**src/rtl/intalu_pkg.sv**
```systemverilog
package intalu_pkg;
  typedef enum logic [2:0] {K_ADD, K_SUB, K_CMP, K_BGE, K_BAD} kind_t;
  typedef enum logic [2:0] {C_EQ, C_SLT, C_SLE, C_ULT, C_ULE} cmp_t;
  typedef struct packed {
    kind_t      kind;
    logic       quad;
    logic [1:0] shamt;
    logic       trap;
    cmp_t       cmp;
  } ctl_t;
endpackage

```
**src/rtl/intalu_decode.sv**
```systemverilog
module intalu_decode
  import intalu_pkg::*;
#(
  parameter int FUNC_W = 7
) (
  input  logic [FUNC_W-1:0] func,
  output ctl_t              ctl
);
  always_comb begin
    ctl = '{kind: K_BAD, quad: 1'b0, shamt: 2'd0, trap: 1'b0, cmp: C_EQ};
    case (func)
      7'h00: ctl.kind = K_ADD;
      7'h20: begin ctl.kind = K_ADD; ctl.quad = 1'b1; end
      7'h02: begin ctl.kind = K_ADD; ctl.shamt = 2'd2; end
      7'h12: begin ctl.kind = K_ADD; ctl.shamt = 2'd3; end
      7'h22: begin ctl.kind = K_ADD; ctl.quad = 1'b1; ctl.shamt = 2'd2; end
      7'h32: begin ctl.kind = K_ADD; ctl.quad = 1'b1; ctl.shamt = 2'd3; end
      7'h40: begin ctl.kind = K_ADD; ctl.trap = 1'b1; end
      7'h60: begin ctl.kind = K_ADD; ctl.quad = 1'b1; ctl.trap = 1'b1; end
      7'h09: ctl.kind = K_SUB;
      7'h29: begin ctl.kind = K_SUB; ctl.quad = 1'b1; end
      7'h0b: begin ctl.kind = K_SUB; ctl.shamt = 2'd2; end
      7'h1b: begin ctl.kind = K_SUB; ctl.shamt = 2'd3; end
      7'h2b: begin ctl.kind = K_SUB; ctl.quad = 1'b1; ctl.shamt = 2'd2; end
      7'h3b: begin ctl.kind = K_SUB; ctl.quad = 1'b1; ctl.shamt = 2'd3; end
      7'h49: begin ctl.kind = K_SUB; ctl.trap = 1'b1; end
      7'h69: begin ctl.kind = K_SUB; ctl.quad = 1'b1; ctl.trap = 1'b1; end
      7'h2d: begin ctl.kind = K_CMP; ctl.cmp = C_EQ;  end
      7'h4d: begin ctl.kind = K_CMP; ctl.cmp = C_SLT; end
      7'h6d: begin ctl.kind = K_CMP; ctl.cmp = C_SLE; end
      7'h1d: begin ctl.kind = K_CMP; ctl.cmp = C_ULT; end
      7'h3d: begin ctl.kind = K_CMP; ctl.cmp = C_ULE; end
      7'h0f: ctl.kind = K_BGE;
      default: ctl.kind = K_BAD;
    endcase
  end
endmodule

```
**src/rtl/intalu_arith.sv**
```systemverilog
module intalu_arith
  import intalu_pkg::*;
#(
  parameter int DATA_W = 64,
  parameter int HALF_W = 32
) (
  input  logic [DATA_W-1:0] a,
  input  logic [DATA_W-1:0] b,
  input  ctl_t              ctl,
  output logic [DATA_W-1:0] sum,
  output logic              ovf_raw
);
  localparam int EXT_W = DATA_W - HALF_W;

  logic [DATA_W-1:0] a_sc;
  logic [DATA_W-1:0] raw;
  logic              sub;
  logic              sa, sb, sr;

  always_comb begin
    a_sc = a << ctl.shamt;
    sub  = (ctl.kind == K_SUB);
    raw  = sub ? (a_sc - b) : (a_sc + b);
    if (ctl.quad) begin
      sum = raw;
      sa  = a_sc[DATA_W-1];
      sb  = b[DATA_W-1];
      sr  = raw[DATA_W-1];
    end else begin
      sum = {{EXT_W{raw[HALF_W-1]}}, raw[HALF_W-1:0]};
      sa  = a_sc[HALF_W-1];
      sb  = b[HALF_W-1];
      sr  = raw[HALF_W-1];
    end
    ovf_raw = ctl.trap && (sub ? (sa != sb) : (sa == sb)) && (sr != sa);
  end
endmodule

```
**src/rtl/intalu_cmp.sv**
```systemverilog
module intalu_cmp
  import intalu_pkg::*;
#(
  parameter int DATA_W = 64,
  parameter int LANE_W = 8
) (
  input  logic [DATA_W-1:0]        a,
  input  logic [DATA_W-1:0]        b,
  input  cmp_t                     sel,
  output logic                     flag,
  output logic [DATA_W/LANE_W-1:0] lane_ge
);
  localparam int LANES = DATA_W / LANE_W;

  logic eq, slt, ult;

  always_comb begin
    eq  = (a == b);
    slt = ($signed(a) < $signed(b));
    ult = (a < b);
    case (sel)
      C_EQ:    flag = eq;
      C_SLT:   flag = slt;
      C_SLE:   flag = slt | eq;
      C_ULT:   flag = ult;
      C_ULE:   flag = ult | eq;
      default: flag = 1'b0;
    endcase
  end

  for (genvar i = 0; i < LANES; i++) begin : g_lane
    assign lane_ge[i] = (a[i*LANE_W +: LANE_W] >= b[i*LANE_W +: LANE_W]);
  end
endmodule

```
**src/rtl/intalu_unit.sv**
```systemverilog
module intalu_unit
  import intalu_pkg::*;
#(
  parameter int DATA_W = 64,
  parameter int LIT_W  = 8,
  parameter int FUNC_W = 7,
  parameter int LANE_W = 8
) (
  input  logic              clk,
  input  logic              rst,
  input  logic [DATA_W-1:0] a_in,
  input  logic [DATA_W-1:0] b_reg,
  input  logic [LIT_W-1:0]  lit,
  input  logic              use_lit,
  input  logic [FUNC_W-1:0] func,
  output logic [DATA_W-1:0] res,
  output logic              ovf,
  output logic              illegal
);
  localparam int HALF_W = DATA_W / 2;
  localparam int LANES  = DATA_W / LANE_W;

  ctl_t              ctl;
  logic [DATA_W-1:0] b_op;
  logic [DATA_W-1:0] sum;
  logic              ovf_raw;
  logic              cmp_flag;
  logic [LANES-1:0]  lane_ge;
  logic [DATA_W-1:0] res_d;
  logic              ovf_d, ill_d;

  assign b_op = use_lit ? {{(DATA_W-LIT_W){1'b0}}, lit} : b_reg;

  intalu_decode #(.FUNC_W(FUNC_W)) u_dec (.func(func), .ctl(ctl));

  intalu_arith #(.DATA_W(DATA_W), .HALF_W(HALF_W)) u_arith (
    .a(a_in), .b(b_op), .ctl(ctl), .sum(sum), .ovf_raw(ovf_raw));

  intalu_cmp #(.DATA_W(DATA_W), .LANE_W(LANE_W)) u_cmp (
    .a(a_in), .b(b_op), .sel(ctl.cmp), .flag(cmp_flag), .lane_ge(lane_ge));

  always_comb begin
    res_d = '0;
    ovf_d = 1'b0;
    ill_d = 1'b0;
    case (ctl.kind)
      K_ADD, K_SUB: begin res_d = sum; ovf_d = ovf_raw; end
      K_CMP:        res_d = {{(DATA_W-1){1'b0}}, cmp_flag};
      K_BGE:        res_d = {{(DATA_W-LANES){1'b0}}, lane_ge};
      default:      ill_d = 1'b1;
    endcase
  end

  always_ff @(posedge clk) begin
    if (rst) begin
      res     <= '0;
      ovf     <= 1'b0;
      illegal <= 1'b0;
    end else begin
      res     <= res_d;
      ovf     <= ovf_d;
      illegal <= ill_d;
    end
  end
endmodule

```
**config.mk**
```make
export PLATFORM = sky130hd
export DESIGN_NAME = intalu_unit
export DESIGN_NICKNAME = d
export VERILOG_FILES = /design/src/rtl/intalu_pkg.sv /design/src/rtl/intalu_decode.sv /design/src/rtl/intalu_arith.sv /design/src/rtl/intalu_cmp.sv /design/src/rtl/intalu_unit.sv
export SDC_FILE = /design/constraint.sdc
export NUM_CORES = 1
export LEC_CHECK = 0
export ABC_AREA = 1
export BUFFER_PORTS_ARGS = -buffer_cell sky130_fd_sc_hd__buf_2
export CAP_MARGIN = 20
export CELL_PAD_IN_SITES_DETAIL_PLACEMENT = 1
export CELL_PAD_IN_SITES_GLOBAL_PLACEMENT = 2
export CORE_UTILIZATION = 27
export DETAILED_ROUTE_END_ITERATION = 10
export HOLD_SLACK_MARGIN = 0.03
export PLACE_DENSITY = 0.82
export SLEW_MARGIN = 20
export SYNTH_ARGS = -nofsm -noshare
export SYNTH_HDL_FRONTEND = slang
export SYNTH_SLANG_ARGS = --single-unit
```
**constraint.sdc**
```tcl
create_clock -name clk -period 3.9 [get_ports clk]
set_clock_uncertainty 0.2 [all_clocks]
set_input_delay 0.78 -clock clk [delete_from_list [all_inputs] [get_ports clk]]
set_output_delay 0.78 -clock clk [all_outputs]
set_load 0.05 [all_outputs]
```
## After elaboration in Yosys (flattened, before gate mapping)

Cells that the tools add are included.

| word-level totals | value |
|---|---|
| register bits | 66 |
| input port bits | 146 |
| output and inout bits | 66 |
| logic and storage cells | 81 |

| cells by class | value |
|---|---|
| add/subtract/negate cells | 2 |
| order comparisons | 10 |
| equality and inequality tests | 32 |
| shifts and indexed selects | 1 |
| mux-type cells | 15 |
| bitwise operators | 3 |
| reductions and logical operators | 15 |

Operators by type and width:

| kind | count |
|---|---|
| $mux W64 | 3 |
| $pmux W64 S3 | 1 |
| $lt A64 B64 Y1 | 2 |
| $add A64 B64 Y64 | 1 |
| $eq A64 B64 Y1 | 1 |
| $ge A8 B8 Y1 | 8 |
| $shl A64 B2 Y64 | 1 |
| $sub A64 B64 Y64 | 1 |
| $eq A7 B6 Y1 const B | 8 |
| $eq A7 B7 Y1 const B | 6 |
| $pmux W3 S4 | 2 |
| $reduce_or A8 Y1 | 3 |
| $eq A7 B4 Y1 const B | 3 |
| $eq A7 B5 Y1 const B | 3 |
| $reduce_or A4 Y1 | 4 |
| $eq A3 B2 Y1 const B | 4 |
| $eq A7 B2 Y1 const B | 1 |
| $logic_not A7 Y1 | 1 |
| $mux W1 | 7 |
| $eq A3 B1 Y1 const B | 2 |
| $logic_not A3 Y1 | 2 |
| $pmux W1 S5 | 1 |
| $reduce_or A5 Y1 | 1 |
| $pmux W2 S2 | 1 |
| other kinds (7) | 11 |

## Longest topological paths before layout

Gate-level depths: netlist of the first run.

| logic depth | value |
|---|---|
| depth after elaboration | 9 |
| gate-level depth with buffers | 33 |
| mapped depth without buffers | 33 |

## Hierarchy

From an unflattened synthesis of the first run, not the netlist that was laid out.

| second synthesis, totals | value |
|---|---|
| cells, all modules | 2490 |
| area, all modules | 13943.4 um^2 |

By module, submodules not included:

| module | times used | cells each | area each (um^2) | seq. area each (um^2) |
|---|---|---|---|---|
| intalu_arith | 1 | 1693 | 8589.5 | 0.0 |
| intalu_unit | 1 | 352 | 2802.7 | 1321.3 |
| intalu_cmp | 1 | 374 | 2243.4 | 0.0 |
| intalu_decode | 1 | 71 | 307.8 | 0.0 |

## Least setup slack after synthesis of the first run

No wires, ideal clock.

| timing | value |
|---|---|
| path type | input -> register |
| start point | input use_lit |
| end point | register res[60] |
| setup time | 0.113 ns |
| data arrival time | 3.978 ns |
| required time | 3.587 ns |
| setup slack | -0.391 ns |
| stages on the path | 25 |
| path buffers | 2 |
| cells stage by stage | buf_6 o21ai_1 ha_1 inv_1 nor2_2 nand2_2 nor3_1 nand2_1 nor3_2 a31oi_1 xor2_1 ha_1 nand2_1 nor2_1 inv_1 nor3_1 nand2_1 nand2_1 xnor2_1 nand2_1 nand2_2 inv_2 buf_2 o21ai_1 inv_1 |

| between the ends | value |
|---|---|
| cells in the longest elaborated chain, start to end | 5 |
| elaborated cells on any way between the ends | 6 |
| classes of those cells | add/sub (2); mux (4) |

RTL lines:

| item | line | text |
|---|---|---|
| start: declaration | intalu_unit.sv:14 | `input logic use_lit,` |
| $mux W64 * | intalu_unit.sv:32 | `assign b_op = use_lit ? {{(DATA_W-LIT_W){1'b0}}, lit} : b_reg;` |
| $add A64 B64 Y64 / $sub A64 B64 Y64 (equally long branches) | intalu_arith.sv:23 | `raw = sub ? (a_sc - b) : (a_sc + b);` |
| $mux W64 * | intalu_arith.sv:23 |  |
| $mux W64 * | intalu_arith.sv:24 | `if (ctl.quad) begin` |
| $pmux W64 S3 * | intalu_unit.sv:46 | `case (ctl.kind)` |
| end signal: assignment | intalu_unit.sv:60 | `res <= res_d;` |
| end: declaration | intalu_unit.sv:16 | `output logic [DATA_W-1:0] res,` |

Mark *: on every way between the ends. The rest lies on a longest branch, timed or not.
A chain may end at the register's enable or synchronous reset.

## Worst setup path in the final report of the first run

| timing | value |
|---|---|
| start point | input use_lit |
| end point | register res[34] |

The elaborated chain is that of the path after synthesis.

==> key figures, run 1 <==
Status
  – Status: complete, but fails checks
  – Failing checks: setup timing

Floorplan
  – DIE AREA: 47700 µm²
  – Row count: 78
  – Die width: 218 µm
  – Die height: 218 µm
  – Initial Utilization: 0.276
  – I/O pin count: 212
  – Core area: 45800 µm²

Global route
  – Largest net degree at the start of global routing: 45
  – GRT overflow: 0
  – First-pass GRT wire length: 108000 µm
  – GR Util All Layers: 0.298
  – Initial antenna violation count: 0
  – Vias in the first global route: 18800

Synth
  – Ys async rst share: 0
  – Register area share after synthesis: 0.105
  – Mapped Nets: 2544
  – YS warnings: 0
  – Mean Syn Cell Area: 5.62 µm²
  – Cells after Synth: 2250
  – Cell Area, Synth: 12600 µm²
  – Synth cell types: 55
  – EDFF count, synth: 0
  – Top FF cell, synth: dfxtp_1
  – #FFs+latches synth: 66

Placed design
  – IO buf count: 211
  – HPWL after detailed placement: 61300 µm
  – Placer Congestion: 0.954
  – Instance area at placement: 18700 µm²
  – DP Worst Slack: -1.87 ns

Pwr
  – Switching Share: 0.477
  – Share of power burned in registers: 0.127
  – Peak supply drop: 0.340 mV
  – Comb pwr share: 0.722
  – Power Total: 5.59 mW
  – Clock power frac: 0.151
  – Switching pwr: 2.67 mW
  – Pwr dens: 243 nW/µm²
  – Cell Int Power: 2.92 mW
  – P_leak: 11.7 nW

STA
  – Hold Vio Cnt, Final: 0
  – Worst Hold Slack: 0.475 ns
  – Headroom to the max-slew limit: 0.542
  – Worst slew pin tran: 0.679 ns
  – Final worst-path cycle share: 1.15
  – Final Setup Violations: 50
  – RSZ-0062 raised after global routing: yes
  – Max Slew Vio Count: 0
  – Setup tns final: -19.41 ns
  – Minimum clock period: 4.49 ns
  – Final worst slack: -0.587 ns
  – Max Freq: 0.223 GHz

Routing
  – Remaining DRCs: 0
  – Initial DRC Count: 1021
  – Via density: 5.08
  – Routed wire length per instance: 21.1 µm
  – Routed WL: 77600 µm
  – Initial DRT Pass Iterations: 5
  – Vias after detailed routing: 18700
  – Post-DRT Antenna Nets: 0

CTS
  – CTS tree: built
  – Total CTS buffers: 9
  – Root Driver: clkbuf_16
  – Num Clock Sinks: 66
  – Htree depth: 3
  – Clk buf depth: 2
  – Post-cts hold buffer count: 0
  – CTS clock-pin slew for the worst setup and hold paths: 0.09 ns

Cells and area
  – Fin area: 23000 µm²
  – Nets: 3368
  – Layout cell share with drive strength beyond 1: 0.495
  – Antenna fix cells: 0
  – Area Growth Syn to Fin: 82.2%
  – Fill count: 5916

Worst setup path
  – Endpoint type of the worst setup path: flop
  – WP data required: 3.96 ns
  – WS Path Type: input port to flop
  – Startpoint types: input port
  – CP Data Arrival Time: 4.55 ns
  – Crit Path Max Fanout: 5

Job
  – Maxcap violations: 0

Worst hold path
  – Hold Path Class: input port to flop
  – Hold path depth: 2
[per-layer routing]
layer | global-route usage | vias up | wire length [µm] | share of wire
li1 | - | 8928 | - | -
met3 | 0.0252 | 128 | 3160 | 0.041
met5 | 0 | - | 0 | 0
met1 | 0.405 | 9115 | 34900 | 0.45
met2 | 0.491 | 494 | 36700 | 0.47
met4 | 0.0974 | 0 | 2790 | 0.036
[logic make-up (layout without fill, tap and decap cells)]
family / after synthesis / after routing / share of synthesized area
buffers and inverters: 381 / 1208 / 0.118
DFF: 66 / 66 / 0.105
xor gates and xnor gates: 74 / 74 / 0.0513
muxes: 1 / 1 / 0.000792
adders and majority gates: 148 / 148 / 0.147
AOI/OAI and AO/OA: 467 / 467 / 0.206
and+or+nand+nor: 1113 / 1113 / 0.372
[repair_timing]
action | CTS | global route
gates cloned | 1 | 2
gates resized for setup | 246 | 615
pin swaps | 89 | 207
endpoints found under the setup margin | 53 | 56
setup buffers | 31 | 59
[power by group through the flow]
stage	sequential (mW)	combinational, mW	clock (mW)
floorplan	0.817	1.29	0
global placement	0.723	2.90	0
detailed placement	0.724	2.97	0
CTS	0.709	3.21	0.854
global route	0.711	4.27	0.875
finish	0.709	4.04	0.845
[layout by cell type, fill, tap and decap left out, types with 10 or more instances in the layout]
cell type / netlist / routed
nand3_1: 93 / 72
nor2_4: 5 / 58
nor2_1: 257 / 154
ha_4: 0 / 41
a21oi_1: 166 / 79
clkbuf_16: 0 / 11
nand3_2: 3 / 18
a21oi_2: 7 / 68
nor3_1: 32 / 19
nand2_4: 5 / 38
inv_1: 314 / 259
buf_2: 8 / 211
xor2_1: 57 / 30
o21ai_1: 13 / 30
buf_4: 0 / 579
buf_6: 7 / 52
a21o_1: 19 / 17
ha_1: 147 / 100
nand4_1: 27 / 27
nand2_1: 623 / 521
o21ai_4: 1 / 11
a31oi_1: 15 / 12
nor2_2: 7 / 57
o21ai_2: 2 / 48
xor2_2: 0 / 25
o21a_1: 12 / 10
nand2_2: 21 / 88
buf_12: 0 / 14
inv_2: 19 / 64
dfxtp_1: 66 / 66
o21ai_0: 189 / 116
a21oi_4: 0 / 26
[state kept, by name (all words and copies together) (netlist names)]
| signal | count |
|---|---|
| ovf | 1 |
| res | 64 |
| illegal | 1 |
[layout make-up]
cell class / count / area [µm²] / share of cell area
clock buffers: 12 / 267 / 0.0116
clock inverters: 2 / 12.5 / 0.000543
inverters: 334 / 1280 / 0.0556
multi-input cells: 1803 / 13000 / 0.567
flip-flops and latches: 66 / 1320 / 0.0574
well taps: 600 / 751 / 0.0326
repair buffers: 860 / 6350 / 0.276
[worst paths after layout]
| kind | from | end | slack, ns |
|---|---|---|---|
| worst min-delay path | rst | res[5] | 0.47 |
| worst max-delay path | use_lit | res[34] | -0.59 |
[worst max-delay path, cell delays in order]
cell      delay [ns]
buf_8           0.10
buf_6           0.13
or2_4           0.23
o21ai_4         0.08
buf_6           0.13
nand2_4         0.04
nor2_4          0.13
nand2_4         0.09
nor2_8          0.13
buf_12          0.12
inv_4           0.04
o31ai_4         0.25
xor2_2          0.25
buf_4           0.18
inv_2           0.05
ha_4            0.23
buf_6           0.13
a21o_4          0.23
a21oi_4         0.23
a21oi_2         0.10
nor2_2          0.11
nand2_2         0.10
a21boi_4        0.20
buf_4           0.14
o21ai_0         0.07
a21oi_1         0.19
nor2_1          0.06
[metrics by stage]
stage                     cells   util
final                      3677  0.503
after global routing       3677  0.503
after CTS                  3625  0.441
after detailed placement   3581  0.409
after global placement     3581  0.409
after floorplan            2250      -
[Yosys cell counts (5+ instances only)]
library cell	count	share of area
or2_2	14	0.0069
a31oi_1	15	0.0074
nor4_1	12	0.0059
clkbuf_1	24	0.0071
nand4_1	27	0.013
xnor2_1	17	0.012
nand2_4	5	0.0045
o21ai_1	13	0.0051
nor2_2	7	0.0035
buf_1	8	0.0024
dfxtp_1	66	0.10
buf_6	7	0.0062
o21a_1	12	0.0071
nor2_4	5	0.0045
o21ai_0	189	0.075
nand2_2	21	0.010
a21oi_2	7	0.0049
ha_1	147	0.15
a21boi_0	8	0.0048
nor2_1	257	0.076
buf_2	8	0.0032
nand3b_1	5	0.0030
o31ai_1	6	0.0036
a21oi_1	166	0.066
a21o_1	19	0.011
o21bai_1	7	0.0042
inv_2	19	0.0056
inv_1	314	0.093
nand3_1	93	0.037
o211ai_1	7	0.0042
nand2_1	623	0.19
nor3_1	32	0.013
xor2_1	57	0.040
No activity file was read; power rests on OpenSTA's default activity.
==> inputs of run 2 (changes only) <==
CORE_MARGIN = 3   (was default)
==> run 2 against run 1 <==
Against the previous run: the flow still finishes with violations (setup timing); critical path depth up 2; sequential share of layout area up 0.057 points; core utilization down 0.49 points; die area up 3.7%; sequential power about the same; worst setup slack better by 0.056 ns; first-iteration DRC count down 9.9%; final cell count about the same; clock power up 17%; count of clock-buffer cells in the layout down 2; largest cell class unchanged.
==> key figures, run 2 (same netlist as run 1, synthesis figures left out) <==
Status
  – Status: complete, but fails checks
  – Failing checks: setup timing

Cells and area
  – Area Growth Syn to Fin: 80.4%
  – Top Registers: res x64, illegal x1, ovf x1
  – Final core area utilization: 0.498
  – Most flops, register: res
  – Layout cell share with drive strength beyond 1: 0.483
  – Fill count: 5896
  – Most frequent cells in the layout: buf_4, nand2_1, inv_1, buf_2, nor2_1
  – Antenna fix cells: 0
  – Largest register FFs: 64
  – Nets: 3369
  – Most common cell after layout, fill and taps aside: buf_4

Worst setup path
  – Crit-path slowest cell: ha_4
  – WP data required: 3.95 ns
  – Endpoint type of the worst setup path: flop
  – Crit-path max cell delay: 0.26 ns
  – CP bufs+invs: 7
  – CP Data Arrival Time: 4.48 ns
  – Crit Path Max Fanout: 7
  – WS Path Type: input port to flop
  – Crit path max-delay family: simple AND/OR/NAND/NOR gates
  – Startpoint types: input port

CTS
  – Num Clock Sinks: 66
  – Post-cts hold buffer count: 0
  – CTS clock-pin slew for the worst setup and hold paths: 0.09 ns
  – Htree depth: 3
  – Root Driver: clkbuf_16
  – Total CTS buffers: 9
  – CTS tree: built
  – Clk buf depth: 2

Job
  – Maxcap violations: 0

Placed design
  – Placer Congestion: 0.977
  – HPWL after detailed placement: 61600 µm
  – DP Worst Slack: -1.50 ns
  – IO buf count: 211

Worst hold path
  – Hold Path Class: input port to flop

Global route
  – Largest net degree at the start of global routing: 32
  – Initial antenna violation count: 0
  – Vias in the first global route: 19300
  – GR Util All Layers: 0.284
  – GRT overflow: 0
  – First-pass GRT wire length: 109000 µm

Routing
  – Via density: 5.05
  – Vias after detailed routing: 18600
  – Initial DRC Count: 920
  – Remaining DRCs: 0
  – Initial DRT Pass Iterations: 5
  – Routed WL: 77100 µm
  – Routed wire length per instance: 21.0 µm
  – Post-DRT Antenna Nets: 0

STA
  – Headroom to the max-slew limit: 0.493
  – Minimum clock period: 4.43 ns
  – Max Freq: 0.226 GHz
  – Final worst slack: -0.531 ns
  – Max Slew Vio Count: 0
  – Final worst-path cycle share: 1.14
  – Hold Vio Cnt, Final: 0
  – RSZ-0062 raised after global routing: yes
  – Worst slew pin tran: 0.753 ns
  – Final Setup Violations: 50

Floorplan
  – DIE AREA: 49400 µm²
  – Initial Utilization: 0.276
  – Die width: 222 µm
  – Die height: 222 µm
  – I/O pin count: 212
  – Row count: 78
  – Core area: 45800 µm²

Pwr
  – Pwr dens: 247 nW/µm²
  – P_leak: 11.7 nW
  – Peak supply drop: 0.309 mV
==> run 2: cell types whose count changed in the layout (fill, tap and decap cells not counted), sizes merged <==
cell | before | now
buf | 858 | 860
bufinv | 0 | 2
clkbuf | 14 | 10
clkinv | 2 | 3
inv | 332 | 334
==> run 2: layout make-up <==
class                      count  area [µm²]  share of cell area
clock buffer                  10         239              0.0105
clock inverter                 6        88.8             0.00390
inverter                     334        1270              0.0559
multi-input combinational   1803       12800               0.561
sequential                    66        1320              0.0580
tap                          600         751              0.0329
timing repair buffer         860        6320               0.277
timing repair inverter         1        11.3            0.000494
==> run 2: through the flow <==
stage          cell area, µm²  total power, mW  std cells  setup TNS, ns  hold slack, ns
2_1_floorplan           12800             2.11       2250          -5.22           0.877
3_3_place_gp            18800             3.62       3588         -41.99           0.889
3_5_place_dp            18800             3.70       3588         -49.51           0.886
4_1_cts                 21100             5.12       3640         -11.26           0.462
5_1_grt                 22800             5.92       3680         -25.69           0.511
6_report                22800             5.62       3680         -18.99           0.468
==> run 2: repair_timing <==
item                                   4_1_cts  5_1_grt
setup endpoints to repair                   53       54
endpoints found under the hold margin        0        0
gates resized for setup                    441      328
pin swaps                                  115      122
gates cloned                                 2        1
buffers inserted                            38       44
==> run 2: layer usage <==
metal  GRT usage  up-vias  routed length [µm]
met5           0        -                   0
met2       0.465      509               35600
li1            -     8954                   -
met3      0.0354      171                3030
met1       0.381     8963               34900
met4       0.107        0                3550
==> run 2: final timing paths <==
kind / cells past startpoint / endpoint / startpoint
max: 29 / res[38] / use_lit
min: 2 / res[5] / rst
==> run 2: power breakdown <==
| part | switching (mW) | internal [mW] |
|---|---|---|
| clock | 0.409 | 0.579 |
| sequential | 0.00687 | 0.701 |
| combinational | 2.24 | 1.69 |
